File: config.mk
export PLATFORM = sky130hd
export DESIGN_NAME = excl_monitor
export DESIGN_NICKNAME = d
export VERILOG_FILES = /design/src/rtl/excl_pkg.sv /design/src/rtl/excl_rst_sync.sv /design/src/rtl/excl_reservation.sv /design/src/rtl/excl_judge.sv /design/src/rtl/excl_commit.sv /design/src/rtl/excl_mem.sv /design/src/rtl/excl_monitor.sv
export SDC_FILE = /design/constraint.sdc
export NUM_CORES = 2
export LEC_CHECK = 0
export ABC_AREA = 1
export BUFFER_PORTS_ARGS = -buffer_cell sky130_fd_sc_hd__clkbuf_2
export CAP_MARGIN = 0
export CORE_MARGIN = 2
export CORE_UTILIZATION = 43
export CTS_CLUSTER_SIZE = 30
export DETAILED_ROUTE_END_ITERATION = 10
export GPL_TIMING_DRIVEN = 1
export PLACE_DENSITY_LB_ADDON = 0.05
export SLEW_MARGIN = 20
export SYNTH_ARGS = -nofsm -noshare
export SYNTH_HDL_FRONTEND = slang
export SYNTH_SLANG_ARGS = --single-unit
File: constraint.sdc
create_clock -name clk -period 5.7 [get_ports clk]
set_clock_uncertainty 0.2 [all_clocks]
set_input_delay 1.14 -clock clk [delete_from_list [all_inputs] [get_ports clk]]
set_output_delay 1.14 -clock clk [all_outputs]
set_load 0.05 [all_outputs]
File: src/rtl/excl_pkg.sv
package excl_pkg;
  localparam int DATA_W = 32;
  localparam int LANES  = DATA_W / 8;

  typedef enum logic [1:0] {
    SZ_BYTE = 2'd0,
    SZ_HALF = 2'd1,
    SZ_WORD = 2'd2
  } xsize_e;

  function automatic logic [LANES-1:0] lane_mask(input logic [1:0] sz, input logic [1:0] lo);
    logic [LANES-1:0] m;
    case (sz)
      SZ_BYTE: m = 4'b0001 << lo;
      SZ_HALF: m = lo[1] ? 4'b1100 : 4'b0011;
      default: m = 4'b1111;
    endcase
    return m;
  endfunction

  function automatic logic [DATA_W-1:0] lane_data(input logic [1:0] sz, input logic [DATA_W-1:0] d);
    logic [DATA_W-1:0] r;
    case (sz)
      SZ_BYTE: r = {4{d[7:0]}};
      SZ_HALF: r = {2{d[15:0]}};
      default: r = d;
    endcase
    return r;
  endfunction
endpackage

File: src/rtl/excl_rst_sync.sv
module excl_rst_sync (
  input  logic clk,
  input  logic rst_n,
  output logic rst_sync_n
);
  logic s0, s1;

  always_ff @(posedge clk or negedge rst_n) begin
    if (!rst_n) begin
      s0 <= 1'b0;
      s1 <= 1'b0;
    end else begin
      s0 <= 1'b1;
      s1 <= s0;
    end
  end

  assign rst_sync_n = s1;
endmodule

File: src/rtl/excl_reservation.sv
module excl_reservation #(
  parameter int AW = 8
) (
  input  logic          clk,
  input  logic          rst_i,
  input  logic          ld_req,
  input  logic [AW-1:0] ld_addr,
  input  logic [1:0]    ld_size,
  input  logic          st_req,
  input  logic          kill,
  output logic          tag_v,
  output logic [AW-3:0] res_word,
  output logic [1:0]    res_size
);
  logic          tag_n;
  logic [AW-3:0] word_n;
  logic [1:0]    size_n;
  logic          upd_en;
  logic [1:0]    unused_lo;

  assign unused_lo = ld_addr[1:0];

  always_comb begin
    upd_en = kill | ld_req | st_req;
    tag_n  = tag_v;
    word_n = res_word;
    size_n = res_size;
    if (kill) begin
      tag_n = 1'b0;
    end else if (ld_req) begin
      tag_n  = 1'b1;
      word_n = ld_addr[AW-1:2];
      size_n = ld_size;
    end else if (st_req) begin
      tag_n = 1'b0;
    end
  end

  always_ff @(posedge clk or negedge rst_i) begin
    if (!rst_i) begin
      tag_v    <= 1'b0;
      res_word <= '0;
      res_size <= 2'd0;
    end else if (upd_en) begin
      tag_v    <= tag_n;
      res_word <= word_n;
      res_size <= size_n;
    end
  end


  load_opens_chk: assert property (@(posedge clk) disable iff (!rst_i)
    (ld_req && !kill) |=> tag_v);

  store_closes_chk: assert property (@(posedge clk) disable iff (!rst_i)
    (st_req && !ld_req && !kill) |=> !tag_v);

  kill_closes_chk: assert property (@(posedge clk) disable iff (!rst_i)
    kill |=> !tag_v);
endmodule

File: src/rtl/excl_judge.sv
module excl_judge #(
  parameter int AW = 8
) (
  input  logic          tag_v,
  input  logic [AW-3:0] res_word,
  input  logic [1:0]    res_size,
  input  logic [AW-1:0] st_addr,
  input  logic [1:0]    st_size,
  input  logic          kill,
  output logic          pass
);
  logic word_hit, size_hit;

  always_comb begin
    word_hit = (st_addr[AW-1:2] == res_word);
    size_hit = (st_size == res_size);
    pass     = tag_v & word_hit & size_hit & ~kill;
  end
endmodule

File: src/rtl/excl_commit.sv
module excl_commit
  import excl_pkg::*;
#(
  parameter int AW = 8
) (
  input  logic              clk,
  input  logic              rst_i,
  input  logic              st_req,
  input  logic              kill,
  input  logic              pass,
  input  logic [AW-1:0]     st_addr,
  input  logic [1:0]        st_size,
  input  logic [DATA_W-1:0] st_data,
  output logic              st_status_vld,
  output logic              st_status,
  output logic              wr_en,
  output logic [AW-1:0]     wr_addr,
  output logic [DATA_W-1:0] wr_data,
  output logic [LANES-1:0]  wr_be
);
  logic              vld_n, stat_n, we_n;
  logic [AW-1:0]     wa_n;
  logic [DATA_W-1:0] wd_n;
  logic [LANES-1:0]  be_n;

  always_comb begin
    vld_n  = st_req;
    stat_n = st_req & ~pass;
    we_n   = st_req & pass;
    wa_n   = wr_addr;
    wd_n   = wr_data;
    be_n   = wr_be;
    if (st_req) begin
      wa_n = st_addr;
      wd_n = lane_data(st_size, st_data);
      be_n = lane_mask(st_size, st_addr[1:0]);
    end
  end

  always_ff @(posedge clk or negedge rst_i) begin
    if (!rst_i) begin
      st_status_vld <= 1'b0;
      st_status     <= 1'b0;
      wr_en         <= 1'b0;
      wr_addr       <= '0;
      wr_data       <= '0;
      wr_be         <= '0;
    end else begin
      st_status_vld <= vld_n;
      st_status     <= stat_n;
      wr_en         <= we_n;
      wr_addr       <= wa_n;
      wr_data       <= wd_n;
      wr_be         <= be_n;
    end
  end


  verdict_follows_chk: assert property (@(posedge clk) disable iff (!rst_i)
    st_req |=> st_status_vld);

  verdict_quiet_chk: assert property (@(posedge clk) disable iff (!rst_i)
    !st_req |=> !st_status_vld);

  kill_fails_store_chk: assert property (@(posedge clk) disable iff (!rst_i)
    (st_req && kill) |=> (st_status && !wr_en));
endmodule

File: src/rtl/excl_mem.sv
module excl_mem
  import excl_pkg::*;
#(
  parameter int AW = 8
) (
  input  logic              clk,
  input  logic              wr_en,
  input  logic [AW-1:0]     wr_addr,
  input  logic [DATA_W-1:0] wr_data,
  input  logic [LANES-1:0]  wr_be,
  input  logic [AW-1:0]     rd_addr,
  output logic [DATA_W-1:0] rd_data
);
  localparam int WORDS = 2 ** (AW - 2);

  logic [DATA_W-1:0] mem [WORDS];
  logic [3:0]        unused_lo;

  assign unused_lo = {wr_addr[1:0], rd_addr[1:0]};

  always_ff @(posedge clk) begin
    if (wr_en) begin
      for (int g = 0; g < LANES; g++) begin
        if (wr_be[g]) mem[wr_addr[AW-1:2]][8*g +: 8] <= wr_data[8*g +: 8];
      end
    end
  end

  assign rd_data = mem[rd_addr[AW-1:2]];
endmodule

File: src/rtl/excl_monitor.sv
module excl_monitor
  import excl_pkg::*;
#(
  parameter int AW = 8
) (
  input  logic              clk,
  input  logic              rst_n,
  input  logic              ld_req,
  input  logic [AW-1:0]     ld_addr,
  input  logic [1:0]        ld_size,
  input  logic              st_req,
  input  logic [AW-1:0]     st_addr,
  input  logic [1:0]        st_size,
  input  logic [DATA_W-1:0] st_data,
  input  logic              clr_req,
  input  logic              exc_entry,
  output logic              st_status_vld,
  output logic              st_status,
  output logic              wr_en,
  output logic [AW-1:0]     wr_addr,
  output logic [DATA_W-1:0] wr_data,
  output logic [LANES-1:0]  wr_be,
  output logic              tag_valid,
  input  logic [AW-1:0]     rd_addr,
  output logic [DATA_W-1:0] rd_data
);
  logic          rst_i;
  logic          kill;
  logic          pass;
  logic [AW-3:0] res_word;
  logic [1:0]    res_size;

  assign kill = clr_req | exc_entry;

  excl_rst_sync u_rst (
    .clk(clk), .rst_n(rst_n), .rst_sync_n(rst_i)
  );

  excl_reservation #(.AW(AW)) u_res (
    .clk(clk), .rst_i(rst_i), .ld_req(ld_req), .ld_addr(ld_addr),
    .ld_size(ld_size), .st_req(st_req), .kill(kill), .tag_v(tag_valid),
    .res_word(res_word), .res_size(res_size)
  );

  excl_judge #(.AW(AW)) u_judge (
    .tag_v(tag_valid), .res_word(res_word), .res_size(res_size),
    .st_addr(st_addr), .st_size(st_size), .kill(kill), .pass(pass)
  );

  excl_commit #(.AW(AW)) u_commit (
    .clk(clk), .rst_i(rst_i), .st_req(st_req), .kill(kill), .pass(pass),
    .st_addr(st_addr), .st_size(st_size), .st_data(st_data),
    .st_status_vld(st_status_vld), .st_status(st_status), .wr_en(wr_en),
    .wr_addr(wr_addr), .wr_data(wr_data), .wr_be(wr_be)
  );

  excl_mem #(.AW(AW)) u_mem (
    .clk(clk), .wr_en(wr_en), .wr_addr(wr_addr), .wr_data(wr_data),
    .wr_be(wr_be), .rd_addr(rd_addr), .rd_data(rd_data)
  );


  closed_store_fails_chk: assert property (@(posedge clk) disable iff (!rst_i)
    (st_req && !tag_valid) |=> st_status);

  failed_no_write_chk: assert property (@(posedge clk) disable iff (!rst_i)
    (st_status_vld && st_status) |-> !wr_en);
endmodule

==> flow_summary.toml <==
[synth]
post_synth_instance_area_um2 = 85620
synthTopCellsByCount = "sky130_fd_sc_hd__nand2_1 (2,366), sky130_fd_sc_hd__edfxtp_1 (2,048), sky130_fd_sc_hd__nand3_1 (1,924), sky130_fd_sc_hd__nor2_1 (282), sky130_fd_sc_hd__buf_2 (248)"
ys.flop_type = "sky130_fd_sc_hd__edfxtp_1"
synthDistinctLibCells = 26
synthDominantAreaCellType = "sky130_fd_sc_hd__edfxtp_1"
post_synth_edffs = 2048
postSynthRegisterBits = 2106
synth-async-reset-ratio = 0.02754
ys_seq_area_frac = 0.7352
synth.top_cell.area_share = 0.7183
avgSynthCellArea_um2 = 11.75
synth_most_common_cell = "sky130_fd_sc_hd__nand2_1"
synth_cells = 7286
synth_warnings = 0
ys_top_cells_by_area = "sky130_fd_sc_hd__edfxtp_1 (72%), sky130_fd_sc_hd__nand3_1 (11%), sky130_fd_sc_hd__nand2_1 (10%)"
syn_nets = 7352

[die]
die_w_um = 450.2
fp.dieH_um = 450.2
fp.dieArea_um2 = 202700
floorplan.core_area_um2 = 197600
design.portCount = 146
fp-row-count = 163
floorplan.initialDensity = 0.4333

[critical_path]
rr_startpoint = "u_commit.wr_addr[2]$_DFFE_PN0P_"
cell_by_cell_trace_of_the_critical_path = "buf_8 -> inv_16 -> buf_12 -> buf_4 -> nand2_1 -> nand3_1 -> nand3_1 -> nand3_1 -> nand3_1 -> nand2_1 -> nand2_1 -> nand2_1 -> clkbuf_2"
slowest_delay_ps = 350
ff2ff_path_depth = 4
critical_path_class = "input port to output pin"
cp_data_required_time_ps = 4360
start_kind = "input port"
timing.rr.end = "u_mem.mem[31][0]$_DFFE_PP_"
worstPathMaxFanout = 77
cp_data_arrival_time_ps = 3850
critPathSlowestCell = "sky130_fd_sc_hd__clkbuf_2"
rrSetupSlack_ps = 1320
critical_path_sink_type = "output pin"

[timing]
worst-slew-pin-transition_ps = 1172
grt_setup_unrepaired = "no"
timing_hold_violations_final = 0
final.min_clock_period_ps = 5195
finalSetupViolations = 0
min_period_over_period = 0.9114
number_of_max_slew_violations_in_the_final_report = 0
worst_relative_slew_slack = 0.2165
fmaxAchievable_ghz = 0.1925
setup-tns-final_ps = 0

[flow_run]
drv.max_cap_violation_count = 0

[global_routing]
wire_length_of_the_first_global_routing_pass_um = 391400
global_route.usage.total = 0.2688
largest_net_degree_at_the_start_of_global_routing = 119
grt_antenna_before_repair = 18
grt_pass1_vias = 52908
grt_overflow = 0

[layout]
fin_util = 0.4875
final_layout_size_suffix_gt1_frac = 0.08951
flow.area_growth_from_synthesis_pct = 12.53
num-nets-final = 7419

[hold_path]
min_delay_path_depth = 0
min_from = "u_rst.s0$_DFF_PN0_"
timing.hold.worst_endpoint = "u_rst.rst_sync_n$_DFF_PN0_"
holdCritPathClass = "register to register"

[cts]
clock_insertion_delay_worst_skew_ps = 870
cts_num_sinks = 2106
cts_post_setup_buffers_inserted = 0
clockBufferDepth = 3
cts_max_level = 4
cts.root.buffer_cell = "sky130_fd_sc_hd__clkbuf_16"
tritoncts = "yes"
numCtsBuffers = 219
clk_pin_slew_ps = 50

[place]
buffer_ports.inserted = 141
dpl.hpwl_um = 164700
place.gp.congestion = 0.8374

[pwr]
worst_ir_drop_vdd_uv = 254.5
leakage_nw = 33.82
power.density_nw_per_um2 = 351.2

[drt]
vias = 56233
ant_nets = 0
routed_via_density = 5.515
first_pass_iters = 5
drt-initial-drc-count = 5792
finalWirelength_um = 275900
detail_route.wl_per_cell_um = 27.06
drcViolationCount = 0

[status]
outcome = "completed"
-- critical path: cells and delay by family --
family	cells	cell delay (ps)
simple gates	8	1010
buf+inv	5	1380
-- registers in the layout, indices dropped and copies added, names as in the netlist --
register and cells:
u_commit.wr_be 4, u_commit.st_status 1, u_commit.wr_en 1, u_commit.wr_data 32
u_mem.mem 2048, u_res.res_size 2, u_rst.rst_sync_n 1, u_rst.s0 1
u_commit.st_status_vld 1, u_res.tag_v 1, u_res.res_word 6, u_commit.wr_addr 8
-- through the flow --
step	cells	setup WS (ps)	instance area (um^2)	hold slack (ps)	total power, W
after floorplan	7286	1848	85620	131.2	0.01919
after global placement	9770	500.6	89540	136.5	0.02048
after detailed placement	9770	534.0	89540	153.0	0.02051
after CTS	10180	524.6	96280	165.9	0.03405
after global routing	10184	448.4	96320	170.1	0.03481
final	10196	505.0	96350	159.5	0.03383
-- final cells by class --
cell class | instances | area [um^2]
well taps | 2640 | 3303
inverters | 33 | 160.2
clock inverters | 142 | 1050
flip-flops and latches | 2106 | 62990
fillers | 17586 | 101300
repair buffers | 329 | 2982
multi-input cells | 4664 | 20140
diodes | 15 | 37.54
clock buffers | 267 | 5682
-- repair_timing --
| action | CTS | global route |
|---|---|---|
| endpoints found under the hold margin | 2 | 0 |
| gates resized for setup | 0 | 0 |
| hold buffers | 1 | 0 |
-- layer usage --
| metal | global-route usage | routed length (um) | vias up |
|---|---|---|---|
| met5 | 0 | 34 | - |
| met4 | 0.1092 | 11280 | 6 |
| met3 | 0.04631 | 17910 | 363 |
| met2 | 0.4121 | 126300 | 1881 |
| met1 | 0.3808 | 120400 | 28057 |
| li1 | - | - | 25926 |
-- cell usage in the layout (no fill, tap or decap), types with 3 or more instances in the layout --
cell type and n:
sky130_fd_sc_hd__clkbuf_16 220, sky130_fd_sc_hd__a31oi_1 7, sky130_fd_sc_hd__clkinvlp_4 5, sky130_fd_sc_hd__inv_16 3
sky130_fd_sc_hd__nor2_1 282, sky130_fd_sc_hd__inv_6 8, sky130_fd_sc_hd__clkbuf_2 130, sky130_fd_sc_hd__clkbuf_1 47
sky130_fd_sc_hd__o22ai_1 3, sky130_fd_sc_hd__nor3_1 8, sky130_fd_sc_hd__o21ai_0 42, sky130_fd_sc_hd__mux2_2 4
sky130_fd_sc_hd__buf_4 130, sky130_fd_sc_hd__buf_12 63, sky130_fd_sc_hd__dfrtp_2 32, sky130_fd_sc_hd__nand2_1 2362
sky130_fd_sc_hd__nand2_2 4, sky130_fd_sc_hd__inv_1 25, sky130_fd_sc_hd__edfxtp_1 2048, sky130_fd_sc_hd__nand3_1 1924
sky130_fd_sc_hd__diode_2 15, sky130_fd_sc_hd__clkinv_2 38, sky130_fd_sc_hd__nor3_2 9, sky130_fd_sc_hd__buf_8 3
sky130_fd_sc_hd__bufinv_16 12, sky130_fd_sc_hd__clkinv_8 5, sky130_fd_sc_hd__dfrtp_1 25, sky130_fd_sc_hd__clkinv_1 74
sky130_fd_sc_hd__a21oi_1 12
-- cells by family after synthesis --
family	count (synthesis)	share of synthesized area
multiplexers	4	0.0005260
AO/OA/AOI/OAI	65	0.003975
flip-flops	2106	0.7352
other	1	0.00004380
XOR/XNOR	2	0.0002046
buffers and inverters	516	0.03022
AND/OR/NAND/NOR	4592	0.2298
-- power breakdown --
group / leakage [nW] / internal (W) / switching [W]
registers: 19.1 / 0.0173 / 0.000110
logic: 11.5 / 0.000592 / 0.00217
clock network: 3.29 / 0.00760 / 0.00607
-- worst max-delay path by stage --
stage / start / endpoint / slack (ps)
floorplan: rd_addr[2] / rd_data[10] / 1850
global placement: rd_addr[2] / rd_data[15] / 500
detailed placement: rd_addr[2] / rd_data[8] / 530
CTS: rd_addr[2] / rd_data[8] / 520
global route: rd_addr[2] / rd_data[31] / 450
finish: rd_addr[2] / rd_data[22] / 510
(Power assumes the default switching activity.)
